<file path="config.mk">
export PLATFORM = sky130hd
export DESIGN_NAME = cache_2way_lru
export DESIGN_NICKNAME = d
export VERILOG_FILES = /design/src/rtl/cache2w_pkg.sv /design/src/rtl/cache_way.sv /design/src/rtl/cache_lru.sv /design/src/rtl/cache_2way_lru.sv
export SDC_FILE = /design/constraint.sdc
export NUM_CORES = 1
export LEC_CHECK = 0
export ABC_AREA = 0
export BUFFER_PORTS_ARGS = -buffer_cell sky130_fd_sc_hd__buf_2
export CAP_MARGIN = 10
export CORE_MARGIN = 4
export CORE_UTILIZATION = 25
export DETAILED_ROUTE_END_ITERATION = 7
export PLACE_DENSITY = 0.36
export SLEW_MARGIN = 20
export SYNTH_ARGS = -nofsm -noshare
export SYNTH_HDL_FRONTEND = slang
export SYNTH_SLANG_ARGS = --single-unit
export TNS_END_PERCENT = 100
</file>
<file path="constraint.sdc">
create_clock -name clk_i -period 6.5 [get_ports clk_i]
set_input_delay 1.3 -clock clk_i [delete_from_list [all_inputs] [get_ports clk_i]]
set_output_delay 1.3 -clock clk_i [all_outputs]
set_load 0.02 [all_outputs]
</file>
<file path="src/rtl/cache2w_pkg.sv">
package cache2w_pkg;
  localparam int unsigned NUM_WAYS = 2;

  typedef enum logic [2:0] {
    ST_IDLE,
    ST_LOOKUP,
    ST_FILL,
    ST_WRITE,
    ST_RESP
  } ctrl_state_e;
endpackage

</file>
<file path="src/rtl/cache_way.sv">
module cache_way #(
  parameter int unsigned TAG_W  = 4,
  parameter int unsigned SET_W  = 2,
  parameter int unsigned DATA_W = 32
) (
  input  logic              clk_i,
  input  logic              rst_ni,
  input  logic [SET_W-1:0]  set_i,
  input  logic [TAG_W-1:0]  tag_i,
  input  logic              wr_en_i,
  input  logic [DATA_W-1:0] wr_data_i,
  output logic              hit_o,
  output logic              valid_o,
  output logic [DATA_W-1:0] data_o
);
  localparam int unsigned SETS = 1 << SET_W;

  logic [SETS-1:0]   valid_q;
  logic [TAG_W-1:0]  tag_q  [SETS];
  logic [DATA_W-1:0] data_q [SETS];

  always_ff @(posedge clk_i or negedge rst_ni) begin
    if (!rst_ni) valid_q <= '0;
    else if (wr_en_i) valid_q[set_i] <= 1'b1;
  end

  always_ff @(posedge clk_i) begin
    if (wr_en_i) begin
      tag_q[set_i]  <= tag_i;
      data_q[set_i] <= wr_data_i;
    end
  end

  assign valid_o = valid_q[set_i];
  assign hit_o   = valid_q[set_i] && (tag_q[set_i] == tag_i);
  assign data_o  = data_q[set_i];

  // a written entry is resident and matches its own tag afterwards
  assert_fill_resident_R3: assert property (@(posedge clk_i) disable iff (!rst_ni)
    wr_en_i |=> (valid_q[$past(set_i)] && tag_q[$past(set_i)] == $past(tag_i)));
endmodule

</file>
<file path="src/rtl/cache_lru.sv">
module cache_lru #(
  parameter int unsigned SET_W = 2
) (
  input  logic             clk_i,
  input  logic             rst_ni,
  input  logic [SET_W-1:0] set_i,
  input  logic             touch_i,
  input  logic             touch_way_i,
  output logic             victim_o
);
  localparam int unsigned SETS = 1 << SET_W;

  // bit per set names the least recently used way
  logic [SETS-1:0] lru_q;

  always_ff @(posedge clk_i or negedge rst_ni) begin
    if (!rst_ni) lru_q <= '0;
    else if (touch_i) lru_q[set_i] <= ~touch_way_i;
  end

  assign victim_o = lru_q[set_i];

  assert_victim_not_mru_R7: assert property (@(posedge clk_i) disable iff (!rst_ni)
    touch_i |=> (lru_q[$past(set_i)] != $past(touch_way_i)));
endmodule

</file>
<file path="src/rtl/cache_2way_lru.sv">
module cache_2way_lru
  import cache2w_pkg::*;
#(
  parameter int unsigned ADDR_W = 8,
  parameter int unsigned SET_W  = 2,
  parameter int unsigned OFF_W  = 2,
  parameter int unsigned DATA_W = 32
) (
  input  logic                     clk_i,
  input  logic                     rst_ni,
  input  logic                     cpu_req_i,
  input  logic                     cpu_we_i,
  input  logic [ADDR_W-1:0]        cpu_addr_i,
  input  logic [DATA_W-1:0]        cpu_wdata_i,
  output logic                     cpu_done_o,
  output logic                     cpu_hit_o,
  output logic [DATA_W-1:0]        cpu_rdata_o,
  output logic                     mem_req_o,
  output logic                     mem_we_o,
  output logic [ADDR_W-OFF_W-1:0]  mem_addr_o,
  output logic [DATA_W-1:0]        mem_wdata_o,
  input  logic [DATA_W-1:0]        mem_rdata_i,
  input  logic                     mem_ack_i
);
  localparam int unsigned WADDR_W = ADDR_W - OFF_W;
  localparam int unsigned TAG_W   = ADDR_W - SET_W - OFF_W;

  ctrl_state_e state_q, state_d;

  logic [WADDR_W-1:0] waddr_q;
  logic               we_q;
  logic [DATA_W-1:0]  wdata_q;
  logic [DATA_W-1:0]  rdata_q;
  logic               hit_q;

  logic [TAG_W-1:0]   req_tag;
  logic [SET_W-1:0]   req_set;
  logic [NUM_WAYS-1:0] way_hit, way_valid, way_wr;
  logic [DATA_W-1:0]  way_data [NUM_WAYS];
  logic [DATA_W-1:0]  fill_data;
  logic               any_hit, lru_victim, victim, touch, touch_way, fill_done;

  assign req_tag = waddr_q[WADDR_W-1 -: TAG_W];
  assign req_set = waddr_q[SET_W-1:0];
  assign any_hit = |way_hit;

  // invalid way takes priority over the recency choice
  always_comb begin
    if (!way_valid[0])      victim = 1'b0;
    else if (!way_valid[1]) victim = 1'b1;
    else                    victim = lru_victim;
  end

  assign fill_done = (state_q == ST_FILL) && mem_ack_i;
  assign fill_data = (state_q == ST_FILL) ? mem_rdata_i : wdata_q;
  assign touch     = fill_done || ((state_q == ST_LOOKUP) && any_hit);
  assign touch_way = (state_q == ST_FILL) ? victim : way_hit[1];

  for (genvar w = 0; w < NUM_WAYS; w++) begin : g_way
    assign way_wr[w] = (fill_done && (victim == w)) ||
                       ((state_q == ST_LOOKUP) && we_q && way_hit[w]);

    cache_way #(
      .TAG_W (TAG_W),
      .SET_W (SET_W),
      .DATA_W(DATA_W)
    ) i_way (
      .clk_i    (clk_i),
      .rst_ni   (rst_ni),
      .set_i    (req_set),
      .tag_i    (req_tag),
      .wr_en_i  (way_wr[w]),
      .wr_data_i(fill_data),
      .hit_o    (way_hit[w]),
      .valid_o  (way_valid[w]),
      .data_o   (way_data[w])
    );
  end

  cache_lru #(.SET_W(SET_W)) i_lru (
    .clk_i      (clk_i),
    .rst_ni     (rst_ni),
    .set_i      (req_set),
    .touch_i    (touch),
    .touch_way_i(touch_way),
    .victim_o   (lru_victim)
  );

  always_comb begin
    state_d = state_q;
    unique case (state_q)
      ST_IDLE:   if (cpu_req_i) state_d = ST_LOOKUP;
      ST_LOOKUP: begin
        if (we_q)         state_d = ST_WRITE;
        else if (any_hit) state_d = ST_RESP;
        else              state_d = ST_FILL;
      end
      ST_FILL:   if (mem_ack_i) state_d = ST_RESP;
      ST_WRITE:  if (mem_ack_i) state_d = ST_RESP;
      ST_RESP:   state_d = ST_IDLE;
      default:   state_d = ST_IDLE;
    endcase
  end

  always_ff @(posedge clk_i or negedge rst_ni) begin
    if (!rst_ni) begin
      state_q <= ST_IDLE;
      waddr_q <= '0;
      we_q    <= 1'b0;
      wdata_q <= '0;
      rdata_q <= '0;
      hit_q   <= 1'b0;
    end else begin
      state_q <= state_d;
      if (state_q == ST_IDLE && cpu_req_i) begin
        waddr_q <= cpu_addr_i[ADDR_W-1:OFF_W];
        we_q    <= cpu_we_i;
        wdata_q <= cpu_wdata_i;
      end
      if (state_q == ST_LOOKUP) begin
        hit_q <= any_hit;
        if (!we_q && any_hit) rdata_q <= way_hit[1] ? way_data[1] : way_data[0];
      end
      if (fill_done) rdata_q <= mem_rdata_i;
    end
  end

  assign cpu_done_o  = (state_q == ST_RESP);
  assign cpu_hit_o   = hit_q;
  assign cpu_rdata_o = rdata_q;
  assign mem_req_o   = (state_q == ST_FILL) || (state_q == ST_WRITE);
  assign mem_we_o    = (state_q == ST_WRITE);
  assign mem_addr_o  = waddr_q;
  assign mem_wdata_o = wdata_q;

  assert_no_dual_hit_R10: assert property (@(posedge clk_i) disable iff (!rst_ni)
    !(way_hit[0] && way_hit[1]));

  assert_done_pulse_R11: assert property (@(posedge clk_i) disable iff (!rst_ni)
    cpu_done_o |=> !cpu_done_o);

  assert_miss_returns_mem_R3: assert property (@(posedge clk_i) disable iff (!rst_ni)
    (cpu_done_o && !we_q && !cpu_hit_o) |-> ($past(mem_ack_i) && cpu_rdata_o == $past(mem_rdata_i)));

  assert_write_after_ack_R8: assert property (@(posedge clk_i) disable iff (!rst_ni)
    (cpu_done_o && we_q) |-> $past(mem_ack_i));

  assert_hit_no_mem_R4: assert property (@(posedge clk_i) disable iff (!rst_ni)
    (cpu_done_o && !we_q && cpu_hit_o) |-> !$past(mem_req_o));
endmodule

</file>
== Word-level counts from Yosys, hierarchy flattened ==
Memory sizes are Yosys's and may differ from the RTL's.
Cells that the tools add are included.

* Flip-flop bits (word level): 87
* Memory bits (writable): 288
* Bits of input ports: 77
* Output and inout bits: 74
* Memories kept: 4

{| class="wikitable"
|+ Memories
! memory !! words !! bits a word !! rd ports !! clocked after Yosys merged registers in !! write ports !! line !! RTL
|-
| g_way[0].i_way.data_q || 4 || 32 || 1 || 0 || 1 || cache_way.sv:20 || <nowiki>logic [DATA_W-1:0] data_q [SETS];</nowiki>
|-
| g_way[1].i_way.data_q || 4 || 32 || 1 || 0 || 1 || cache_way.sv:20 ||
|-
| g_way[0].i_way.tag_q || 4 || 4 || 1 || 0 || 1 || cache_way.sv:19 || <nowiki>logic [TAG_W-1:0] tag_q [SETS];</nowiki>
|-
| g_way[1].i_way.tag_q || 4 || 4 || 1 || 0 || 1 || cache_way.sv:19 ||
|}

* $lt $le $gt $ge: 2
* Eq/ne operators: 8
* Multiplexer cells: 26
* Bitwise logic cells: 4
* Reduce and logical (&&, ||, !) cells: 24

{| class="wikitable"
|+ Operators by type and width
! cell !! count
|-
| $mux W32 || 5
|-
| $logic_and A1 B1 Y1 || 12
|-
| $mux W3 || 4
|-
| $mux W1 || 11
|-
| $pmux W3 S3 || 1
|-
| $eq A4 B4 Y1 || 2
|-
| $or A4 B4 Y4 || 2
|-
| $bmux W1 S2 || 3
|-
| $eq A3 B2 Y1 const B || 2
|-
| $bwmux W4 || 1
|-
| $logic_or A1 B1 Y1 || 4
|-
| $reduce_and A2 Y1 || 2
|-
| $reduce_bool A2 Y1 || 2
|-
| $reduce_or A2 Y1 || 2
|-
| $eq A3 B1 Y1 const B || 1
|-
| $eq A3 B3 Y1 const B || 1
|-
| $logic_not A3 Y1 || 1
|-
| $lt A2 B3 Y1 const B || 1
|-
| $demux W1 S2 || 1
|-
| $ge A2 B1 Y1 const B || 1
|-
| $ne A2 B1 Y1 const B || 1
|-
| $ne A2 B2 Y1 const B || 1
|-
| $not A1 Y1 || 2
|-
| $logic_not A1 Y1 || 1
|}

== Depth between registers and ports, before layout ==
Gate-level depths: netlist of run 1.

* Word-level depth: 9
* Depth in mapped cells: 12
* Gate-level depth less buffers: 7

== Modules after synthesis ==
Synthesis of run 1 repeated with hierarchy kept, for this count alone.

* Cells, all modules: 764
* Area, all modules: 14970.6 µm²

{| class="wikitable"
|+ Modules (own cells, without submodules)
! module !! times used !! cells each !! area each (µm²) !! seq. area each (µm²)
|-
| cache_way at g_way[1].i_way || 1 || 209 || 5442.7 || 4424.2
|-
| cache_way at g_way[0].i_way || 1 || 209 || 5439.0 || 4424.2
|-
| cache_2way_lru || 1 || 330 || 3887.5 || 1876.8
|-
| cache_lru || 1 || 16 || 201.4 || 100.1
|}

== Least setup slack after synthesis of run 1 ==
No wires, ideal clock.

* Kind: input port to flip-flop
* Start: input port mem_ack_i
* End: memory g_way[1].i_way.data_q[0][0] (enable)
* Library setup time: 483 ps
* Arrival time: 4716 ps
* Path slack: 1301 ps
* Cell stages on the path: 5
* Path buffers: 1
* Path through: nand2_1 -> or2_2 -> clkbuf_2 -> o22ai_1 -> nor3b_1

* Cells in the longest elaborated chain, start to end: 5

{| class="wikitable"
|+ RTL lines
! element !! line !! RTL
|-
| start: declaration || cache_2way_lru.sv:23 || <nowiki>input logic mem_ack_i</nowiki>
|-
| $logic_and A1 B1 Y1 || cache_2way_lru.sv:54 || <nowiki>assign fill_done = (state_q == ST_FILL) && mem_ack_i;</nowiki>
|-
| $logic_and A1 B1 Y1 || cache_2way_lru.sv:60 || <nowiki>assign way_wr[w] = (fill_done && (victim == w)) ||</nowiki>
|-
| $logic_or A1 B1 Y1 || cache_2way_lru.sv:60 ||
|-
| $mux W1 || cache_way.sv:28 || <nowiki>if (wr_en_i) begin</nowiki>
|-
| $mux W1 (not written as such) || cache_way.sv:30 || <nowiki>data_q[set_i] <= wr_data_i;</nowiki>
|-
| end: declaration || cache_way.sv:20 ||
|}

No other way between the ends.

== Worst setup path after layout of run 1 ==
* Start: register waddr_q[0], in the netlist mem_addr_o[0]
* End: memory g_way[0].i_way.data_q[1][20] (enable)

* Cells in the longest elaborated chain, start to end: 9
* Elaborated cells on any way between the ends: 17
* Those cells by class: eq/ne (1); mux (10); bitwise (1); reduce/logical (4); memory (1)

{| class="wikitable"
|+ RTL lines
! element !! line !! RTL
|-
| start: declaration || cache_2way_lru.sv:30 || <nowiki>logic [WADDR_W-1:0] waddr_q;</nowiki>
|-
| start signal: assignment || cache_2way_lru.sv:116 || <nowiki>waddr_q <= cpu_addr_i[ADDR_W-1:OFF_W];</nowiki>
|-
| $bmux W1 S2 (on tied branches) || cache_lru.sv:21, cache_way.sv:34 ||
|-
| $mux W1 (on tied branches) || cache_lru.sv:21, cache_way.sv:34 ||
|-
| $mux W1 || cache_2way_lru.sv:50 || <nowiki>else if (!way_valid[1]) victim = 1'b1;</nowiki>
|-
| $mux W1 || cache_2way_lru.sv:49 || <nowiki>if (!way_valid[0]) victim = 1'b0;</nowiki>
|-
| $not A1 Y1 || cache_2way_lru.sv:60 ||
|-
| $logic_and A1 B1 Y1 || cache_2way_lru.sv:60 ||
|-
| $logic_or A1 B1 Y1 || cache_2way_lru.sv:60 ||
|-
| $mux W1 || cache_way.sv:28 ||
|-
| $mux W1 (not written as such) || cache_way.sv:30 ||
|-
| end: declaration || cache_way.sv:20 ||
|}

Several ways; a longest one is shown, not always the timed one. The select of a mux whose other input is x is not followed.

==> metrics.md, run 1 <==
| Metric | Value |
|---|---|
| Max Root-Sink Buffers | `3` |
| Die H | `251 um` |
| Post-cts resize count | `0` |
| Setup Fix Bufs, Post-CTS | `0` |
| Reg2reg start | `mem_addr_o[0]` |
| Worst slew pin tran | `1060 ps` |
| CTS tree | `built` |
| Req. time, crit path | `6710 ps` |
| Avg Cell Area, Syn | `19.0 um2` |
| CTS Root Buffer Type | `clkbuf_16` |
| VDD IR max | `235 uV` |
| Buffers added on ports | `148` |
| Final setup vio count | `0` |
| Clock Skews | `20.0 ps` |
| Final-report hold violation count | `0` |
| Synth cell types | `38` |
| CP Max Fanout | `44` |
| Starting Density | `25.4%` |
| Finished Core Util | `30.8%` |
| DR iter-0 viols | `411` |
| Post-DP Area | `16500 um2` |
| Netlist Area Pre-Place | `14800 um2` |
| Slew Viols, Final | `0` |
| WHS Path Cells | `1` |
| Final Net Count | `1028` |
| Die area | `63000 um2` |
| FMAX | `225 MHz` |
| TritonRoute pass-1 iters | `4` |
| Clock Sinks | `375` |
| Seq/Total Area, Yosys | `73.3%` |
| Drt drc | `0` |
| R2R Setup Slk | `2050 ps` |
| Worst R2R Path Depth | `6` |
| Startpoint types | `flop` |
| PwrDens | `485 nW/um2` |
| Max H-tree Level | `2` |
| Pin count of the biggest net entering global routing | `53` |
| Final hold slack | `462 ps` |
| Vias | `7822` |
| Placement row count | `88` |
| MaxCap Viol Count | `0` |
| Syn. warnings | `0` |
| Layout cells sized above 1 | `36.6%` |
| Vias in the first global route | `8473` |
| Critical path type | `reg2reg` |
| Detailed placement HPWL | `22700 um` |
| Switching share of power | `33.7%` |
| RSZ-0062 raised after global routing | `false` |
| Antenna violations before repair | `2` |
| Crit share post-route | `68.4%` |
| Clk network pwr share | `27.0%` |
| Crit Reg-Reg Endpoint | `g_way[0].i_way.data_q[1][20]` |
| Clock buffer count from CTS | `44` |
| Global-route wire length before repair | `58600 um` |
| Slew margin rel. | `29.5%` |
| Drt total wl | `39200 um` |
| HP Start | `g_way[1].i_way.valid_q[3]` |
| Total core area | `58000 um2` |
| Comb power frac | `30.0%` |
| Minimum clock period | `4450 ps` |
| Cells after Synth | `777` |
| P_sw | `2.92 mW` |
| WL per Instance | `22.4 um` |
| Run status | `finished clean` |
| Worst path arrival time | `4660 ps` |
| Seq cells post-synth | `375` |
| Critical Path End Type | `flop` |
| Reg clk slew, reported paths | `60 ps` |
| Skew-Pair Late Insertion Delay | `570 ps` |
| Worst Hold End | `g_way[1].i_way.valid_q[3]` |
| Pleak | `6.28 nW` |
| Hold Crit Class | `reg2reg` |
| Mapped Nets | `854` |
| Final ANT Viol Nets | `0` |
| Die width | `251 um` |
| P_int | `5.75 mW` |
| Post-Route Setup TNS | `0 ps` |
| GRT Util Overall | `12.4%` |
| Hold Buf Count CTS | `0` |
| Sequential share of power | `43.0%` |
| Gp weighted congestion | `0.641` |
| Diode count | `0` |
| Area grow syn2layout | `21.2%` |
| IO Pins | `151` |
| Via density | `4.46` |
| Total global routing overflow | `0` |
| Post-route cell area | `17900 um2` |
Yosys cell counts (all sizes together):
| cell | count | area [um2] |
|---|---|---|
| a211oi | 1 | 7.51 |
| or2 | 9 | 56.3 |
| o22ai | 1 | 6.26 |
| mux4 | 71 | 1600 |
| xnor2 | 6 | 52.6 |
| nand2 | 72 | 270 |
| nor2 | 7 | 26.3 |
| a32oi | 1 | 8.76 |
| nor3b | 2 | 15.0 |
| a21oi | 36 | 180 |
| nor2b | 3 | 18.8 |
| mux2 | 75 | 845 |
| o211ai | 1 | 21.3 |
| dfrtp | 87 | 2180 |
| and3 | 2 | 12.5 |
| edfxtp | 288 | 8650 |
| o21a | 1 | 7.51 |
| nor3 | 4 | 25.0 |
| buf | 19 | 126 |
| and2 | 3 | 18.8 |
| xor2 | 6 | 52.6 |
| inv | 3 | 11.3 |
| clkbuf | 26 | 98.8 |
| nand2b | 3 | 18.8 |
| clkinv | 1 | 3.75 |
| a221o | 32 | 320 |
| mux2i | 9 | 90.1 |
| o21ai | 7 | 35.0 |
| o2111a | 1 | 11.3 |
registers in the layout (all words and copies together), names as in the netlist:
name,flops
mem_wdata_o,32
g_way.i_way.data_q,256
g_way.i_way.valid_q,8
mem_addr_o,6
state_q,3
we_q,1
cpu_rdata_o,32
g_way.i_way.tag_q,32
cpu_hit_o,1
i_lru.lru_q,4
metal layers:
layer / track usage, % / up-vias / wire [um]
met5: 0 / - / 7
met3: 2.58 / 52 / 1670
met1: 17.2 / 4174 / 18300
met2: 20.2 / 137 / 18600
met4: 2.93 / 2 / 709
li1: - / 3457 / -
final cells by class:
class	count	area [um2]
repair buffers	173	931
inverters	4	15.0
fillers	5645	40100
clock buffers	57	1160
flip-flops and latches	375	10800
clock inverters	25	196
well taps	765	957
multi-input cells	353	3800
power by group through the flow:
| stage | clock, mW | combinational [mW] | sequential (mW) |
|---|---|---|---|
| after floorplan | 0 | 1.65 | 3.81 |
| after global placement | 0 | 2.68 | 3.79 |
| after detailed placement | 0 | 2.68 | 3.79 |
| after CTS | 2.44 | 2.69 | 3.75 |
| after global routing | 2.54 | 2.86 | 3.80 |
| final | 2.34 | 2.60 | 3.73 |
critical path, cell delays in order, from the launching register on:
cell,delay (ps)
dfrtp_4,980
buf_4,850
mux4_2,590
o21ai_1,230
a32oi_1,270
nor2_4,570
buf_4,500
stage by stage:
stage	cells	power [mW]	setup WS, ps
4_1_cts	1752	8.89	1850
3_5_place_dp	1670	6.48	1870
6_report	1752	8.67	2050
5_1_grt	1752	9.20	1630
3_3_place_gp	1670	6.47	1810
2_1_floorplan	777	5.46	1300
logic make-up (layout without fill, tap and decap cells):
logic type	count (synthesis)	count (layout)	share of synthesized area, %
mux	155	155	17.2
buf+inv	49	259	1.63
xor+xnor	12	12	0.712
compound gates	81	81	4.05
simple gates	105	105	3.13
flops	375	375	73.3
cells in the final DEF, fill, tap and decap left out, drive strengths merged, types with 2 or more instances in the layout:
cell type / synthesis / routed
edfxtp: 288 / 288
buf: 19 / 173
dfrtp: 87 / 87
mux2: 75 / 75
nand2: 72 / 72
mux4: 71 / 71
clkbuf: 26 / 57
a21oi: 36 / 36
a221o: 32 / 32
clkinv: 1 / 21
mux2i: 9 / 9
or2: 9 / 9
nor2: 7 / 7
o21ai: 7 / 7
xor2: 6 / 6
xnor2: 6 / 6
inv: 3 / 5
nor3: 4 / 4
nand2b: 3 / 3
nor2b: 3 / 3
and2: 3 / 3
and3: 2 / 2
bufinv: 0 / 2
nor3b: 2 / 2
worst max-delay path by stage:
stage	from	endpoint	slack [ps]	cells after the start
6_report	mem_addr_o[0]	g_way[0].i_way.data_q[1][20]	2050	6
5_1_grt	mem_addr_o[0]	g_way[0].i_way.data_q[1][20]	1630	6
4_1_cts	mem_addr_o[0]	g_way[0].i_way.tag_q[1][1]	1850	6
3_5_place_dp	mem_addr_o[0]	g_way[0].i_way.data_q[1][26]	1870	6
3_3_place_gp	mem_addr_o[0]	g_way[1].i_way.data_q[0][31]	1810	6
2_1_floorplan	mem_ack_i	g_way[1].i_way.data_q[0][0]	1300	5
Power figures use the tool's default switching activity.
==> run 2, diff against run 1 <==
clock period = 4.1 ns   (was 6.5 ns; I/O delays follow)
==> metrics.md, run 2 (synthesis gave the netlist of run 1 again) <==
| Metric | Value |
|---|---|
| Minimum clock period | `3410 ps` |
| Post-route cell area | `18000 um2` |
| WL per Instance | `22.2 um` |
| Skew-Pair Late Insertion Delay | `560 ps` |
| Slew margin rel. | `29.0%` |
| Area grow syn2layout | `21.8%` |
| Drt total wl | `39000 um` |
| CTS tree | `built` |
| Max H-tree Level | `2` |
| MaxCap Viol Count | `0` |
| Commonest non-fill, non-tap cells in the layout | `edfxtp_1 (288), buf_2 (147), dfrtp_1 (85), nand2_1 (72), mux4_2 (71)` |
| Reg clk slew, reported paths | `60 ps` |
| Crit path cell chain | `mux4_2, xnor2_1, o2111a_1, a32oi_1, nor2_4, buf_4` |
| Final setup vio count | `0` |
| FMAX | `294 MHz` |
| Detailed placement HPWL | `23000 um` |
| Multi-input logic area | `3800 um2` |
| Global-route wire length before repair | `58200 um` |
| Worst R2R Path Depth | `6` |
| Clock Skews | `10.1 ps` |
| Commonest non-fill, non-tap cell in the layout | `edfxtp_1` |
| Finished Core Util | `31.0%` |
| Run status | `finished clean` |
| Die area | `63000 um2` |
| CTS Root Buffer Type | `clkbuf_16` |
| Final Net Count | `1035` |
| Crit Reg-Reg Endpoint | `g_way[0].i_way.data_q[2][8]` |
| Max Root-Sink Buffers | `3` |
| Layout fillers | `5654` |
| Hold Buf Count CTS | `0` |
| Critical Path End Type | `flop` |
| Clock Sinks | `375` |
| Max reg flops | `256` |
| Reg area | `10800 um2` |
| IO Pins | `151` |
| Drt drc | `0` |
| Gp weighted congestion | `0.639` |
| Slew Viols, Final | `0` |
| Vias | `7774` |
| VDD IR max | `327 uV` |
| Die H | `251 um` |
| Layout cells sized above 1 | `36.8%` |
| Worst path arrival time | `3660 ps` |
| Setup Fix Bufs, Post-CTS | `0` |
| Biggest register | `g_way.i_way.data_q` |
| GRT Util Overall | `12.4%` |
| Hold Crit Class | `in2async` |
| Buffers added on ports | `148` |
| Placement row count | `88` |
| Total core area | `58000 um2` |
| TritonRoute pass-1 iters | `4` |
| Antenna violations before repair | `1` |
| CP Max Fanout | `23` |
| Via density | `4.42` |
| Post-cts resize count | `0` |
| Pin count of the biggest net entering global routing | `37` |
| Die width | `251 um` |
| Worst slew pin tran | `1070 ps` |
| Worst-path cell with the longest stage delay | `dfrtp_4` |
| Total global routing overflow | `0` |
| Post-DP Area | `16600 um2` |
| Critical path type | `reg2reg` |
| Vias in the first global route | `8458` |
| Post-Route Setup TNS | `0 ps` |
| Req. time, crit path | `4350 ps` |
| CP Capture Point | `g_way[0].i_way.data_q[2][8]` |
| Starting Density | `25.4%` |
| Clock buffer count from CTS | `45` |
| Crit share post-route | `83.1%` |
| Pleak | `6.32 nW` |
| Final-report hold violation count | `0` |
| R2R Setup Slk | `690 ps` |
| Crit path largest cell delay | `720 ps` |
| Final hold slack | `159 ps` |
| Worst setup startpoint | `mem_addr_o[0]` |
| Pwr Total | `13.7 mW` |
| RSZ-0062 raised after global routing | `false` |
| Reg2reg start | `mem_addr_o[0]` |
| PwrDens | `763 nW/um2` |
| DR iter-0 viols | `374` |
| Startpoint types | `flop` |
| Final ANT Viol Nets | `0` |
## run 2: cell types whose count changed in the layout (fill, tap and decap cells not counted), sizes merged
cell    before  now
buf        173  179
bufinv       2    1
clkbuf      57   63
clkinv      21   16
diode        0    1
## run 2: power by group
part / internal (mW) / total [mW] / switching (mW)
combinational: 1.74 / 4.28 / 2.54
sequential: 5.27 / 5.77 / 0.501
clock: 2.13 / 3.66 / 1.53
total: 9.15 / 13.7 / 4.57
## run 2: metal layers
metal | global-route usage (%) | wire length (um)
met2 | 19.6 | 18100
met5 | 0 | 0
met3 | 2.35 | 1730
met1 | 17.4 | 18300
met4 | 3.68 | 849
## run 2: critical path: cells and delay by family, from the launching register on
kind,cells,cell delay (ps)
flops,1,720
mux,1,570
xor+xnor,1,220
buf+inv,1,310
simple gates,1,480
compound gates,2,770
## run 2: worst min-delay path by stage
stage	from	to	slack, ps	cells past startpoint
after floorplan	g_way[0].i_way.valid_q[1]	g_way[0].i_way.valid_q[1]	430	1
after global placement	g_way[1].i_way.valid_q[1]	g_way[1].i_way.valid_q[1]	440	1
after detailed placement	g_way[0].i_way.valid_q[1]	g_way[0].i_way.valid_q[1]	450	1
after CTS	rst_ni	g_way[0].i_way.valid_q[3]	140	1
after global routing	rst_ni	mem_wdata_o[0]	150	1
final	rst_ni	state_q[0]	160	1
## run 2: layout make-up
class | instances | share of cell area, %
clock inverter | 19 | 0.780
clock buffer | 63 | 6.75
multi-input combinational | 353 | 21.2
antenna | 1 | 0.0139
sequential | 375 | 60.3
timing repair buffer | 179 | 5.64
tap | 765 | 5.32
inverter | 4 | 0.0835
## run 2: through the flow
stage / cells / worst slack, ps
after floorplan: 777 / 150
after global placement: 1676 / 655
after detailed placement: 1676 / 639
after CTS: 1758 / 631
after global routing: 1758 / 491
final: 1759 / 694
==> run 3, diff against run 2 <==
ABC_AREA = 1   (was 0)
PLACE_DENSITY = 0.38   (was 0.36)
clock period = 2.89 ns   (was 4.1 ns; I/O delays follow)
==> metrics.md, run 3 <==
| Metric | Value |
|---|---|
| Run status | `finished clean` |
| Worst-path cell with the longest stage delay | `dfrtp_2` |
| Synth Flop Type | `edfxtp_1` |
| Vias | `10400` |
| Gp weighted congestion | `0.722` |
| Post-Route Setup TNS | `0 ps` |
| Vias in the first global route | `10600` |
| Max H-tree Level | `2` |
| Post-synth EDFFs | `288` |
| MaxCap Viol Count | `0` |
| Placement row count | `90` |
| Reg clk slew, reported paths | `50 ps` |
| Die area | `65000 um2` |
| Drt drc | `0` |
| Starting Density | `25.3%` |
| FMAX | `367 MHz` |
| Pin count of the biggest net entering global routing | `68` |
| Final setup vio count | `0` |
| Clock Sinks | `375` |
| Die width | `255 um` |
| Post-Place Setup Slack | `16.6 ps` |
| Crit path cell chain | `inv_4, nand2_2, o21ai_0, nor2_1, inv_2, a21oi_1, or2_2, nand2_1, inv_1, nor2_4, buf_4` |
| Seq cells post-synth | `375` |
| Worst path bufs/invs | `4` |
| VDD IR max | `435 uV` |
| Minimum clock period | `2720 ps` |
| Clock Skews | `12.4 ps` |
| Commonest non-fill, non-tap cells in the layout | `nand2_1 (503), edfxtp_1 (288), buf_2 (147), nand3_1 (111), dfrtp_1 (86)` |
| Post-DP Area | `17400 um2` |
| Worst R2R Path Depth | `11` |
| Drt total wl | `45500 um` |
| Max reg flops | `256` |
| Global-route wire length before repair | `68500 um` |
| Syn. warnings | `0` |
| Via density | `4.50` |
| Post-route cell area | `18800 um2` |
| R2R Setup Slk | `170 ps` |
| CTS tree | `built` |
| Detailed placement HPWL | `26700 um` |
| CTS Root Buffer Type | `clkbuf_16` |
| Max Root-Sink Buffers | `3` |
| Worst setup startpoint | `mem_addr_o[0]` |
| Asr flop ratio synth | `23.2%` |
| Commonest cells post-synth | `nand2_1 (503), edfxtp_1 (288), nand3_1 (112)` |
| Req. time, crit path | `3150 ps` |
| Skew-Pair Late Insertion Delay | `570 ps` |
| Final-report hold violation count | `0` |
| PwrDens | `1140 nW/um2` |
| Slew margin rel. | `52.2%` |
| Worst path arrival time | `2990 ps` |
| Final Net Count | `1569` |
| Area leader, netlist | `edfxtp_1` |
| Synth top area share | `56.7%` |
| Fin worst setup slack | `167 ps` |
| Slew Viols, Final | `0` |
| Pleak | `7.60 nW` |
| Layout cells sized above 1 | `21.3%` |
| Crit Reg-Reg Endpoint | `g_way[0].i_way.data_q[3][25]` |
| Area grow syn2layout | `23.2%` |
| Netlist Area Pre-Place | `15200 um2` |
| Buffers added on ports | `148` |
| Crit path largest cell delay | `500 ps` |
| Hold Crit Class | `in2async` |
| GRT Util Overall | `14.0%` |
| Most frequent cell after synthesis | `nand2_1` |
| Critical Path Stages | `11` |
| Synth cell types | `32` |
| Reg2reg start | `mem_addr_o[0]` |
| Synth area leaders | `edfxtp_1 (57%), dfrtp_1 (14%), nand2_1 (12%), nand3_1 (3.7%), a22oi_1 (3.2%)` |
| Delay-heaviest family, CP | `simple AND/OR/NAND/NOR gates` |
| Crit share post-route | `94.2%` |
| RSZ-0062 raised after global routing | `false` |
| Antenna violations before repair | `2` |
| Cells after Synth | `1313` |
| Mapped Nets | `1390` |
| Critical path type | `reg2reg` |
| Total global routing overflow | `0` |
| Commonest non-fill, non-tap cell in the layout | `nand2_1` |
| Clock buffer count from CTS | `46` |
| Final ANT Viol Nets | `0` |
| IO Pins | `151` |
| Startpoint types | `flop` |
| TritonRoute pass-1 iters | `5` |
| DR iter-0 viols | `601` |
| Seq/Total Area, Yosys | `71.0%` |
| Die H | `255 um` |
| Avg Cell Area, Syn | `11.6 um2` |
| Biggest register | `g_way.i_way.data_q` |
| CP Capture Point | `g_way[0].i_way.data_q[3][25]` |
| Total core area | `60400 um2` |
| Worst slew pin tran | `717 ps` |
| CP Max Fanout | `14` |
| Setup Fix Bufs, Post-CTS | `0` |
| Critical Path End Type | `flop` |
| WL per Instance | `19.7 um` |
[run 3: cell count changes after synthesis, moves of 9 or more]
| cell | delta |
|---|---|
| nand2_1 | +431 |
| nand3_1 | +112 |
| mux4_2 | -71 |
| a22oi_1 | +66 |
| a21oi_1 | +40 |
| mux2_1 | -36 |
| a221o_1 | -32 |
| inv_1 | +18 |
| buf_2 | +16 |
| nor2_1 | +15 |
| mux2i_1 | -9 |
[run 3: power by group]
group,internal [mW],leakage [nW],switching [mW]
clock network,3.15,0.681,2.28
registers,7.54,3.63,0.486
logic,2.32,3.29,5.57
total,13.0,7.60,8.34
[run 3: layer usage]
layer	vias up	global-route usage [%]	wire (um)
met3	54	2.28	1870
met2	197	22.6	21000
met4	0	3.65	811
li1	4943	-	-
met1	5199	19.8	21800
met5	-	0	0
[run 3: cell type report]
type | instances | area (um2)
Multi-Input combinational cell | 844 | 4080
Clock buffer | 62 | 1220
Antenna cell | 1 | 2.50
Timing Repair Buffer | 199 | 1390
Inverter | 26 | 101
Sequential cell | 375 | 10800
Tap cell | 782 | 978
Clock inverter | 22 | 180
Fill cell | 6234 | 41600
[run 3: metrics by stage]
step	power (mW)	hold slack, ps	instances	util [%]
floorplan	13.0	282	1313	-
global placement	16.2	438	2226	28.8
detailed placement	16.2	447	2226	28.8
CTS	21.8	17.0	2310	31.1
global route	22.9	45.6	2310	31.1
finish	21.4	16.2	2311	31.1
[run 3: worst min-delay path by stage]
| stage | from | endpoint |
|---|---|---|
| 2_1_floorplan | rst_ni | cpu_hit_o |
| 3_3_place_gp | g_way[1].i_way.valid_q[2] | g_way[1].i_way.valid_q[2] |
| 3_5_place_dp | g_way[1].i_way.valid_q[1] | g_way[1].i_way.valid_q[1] |
| 4_1_cts | rst_ni | mem_wdata_o[11] |
| 5_1_grt | rst_ni | mem_wdata_o[11] |
| 6_report | rst_ni | mem_wdata_o[11] |
[run 3: logic make-up (layout without fill, tap and decap cells)]
logic type             after synthesis  in the layout  share of synthesized area [%]
AOI/OAI and AO/OA                  155            155                           6.24
other                                0              1                              0
and+or+nand+nor                    657            657                           17.7
muxes                               32             32                           2.36
DFF                                375            375                           71.0
buffers and inverters               94            309                           2.73
[run 3: timing repair]
| action | 4_1_cts | 5_1_grt |
|---|---|---|
| resized for setup | 1 | 1 |
| hold buffers | 0 | 0 |
| endpoints found under the hold margin | 0 | 0 |
| endpoints found under the setup margin | 2 | 112 |
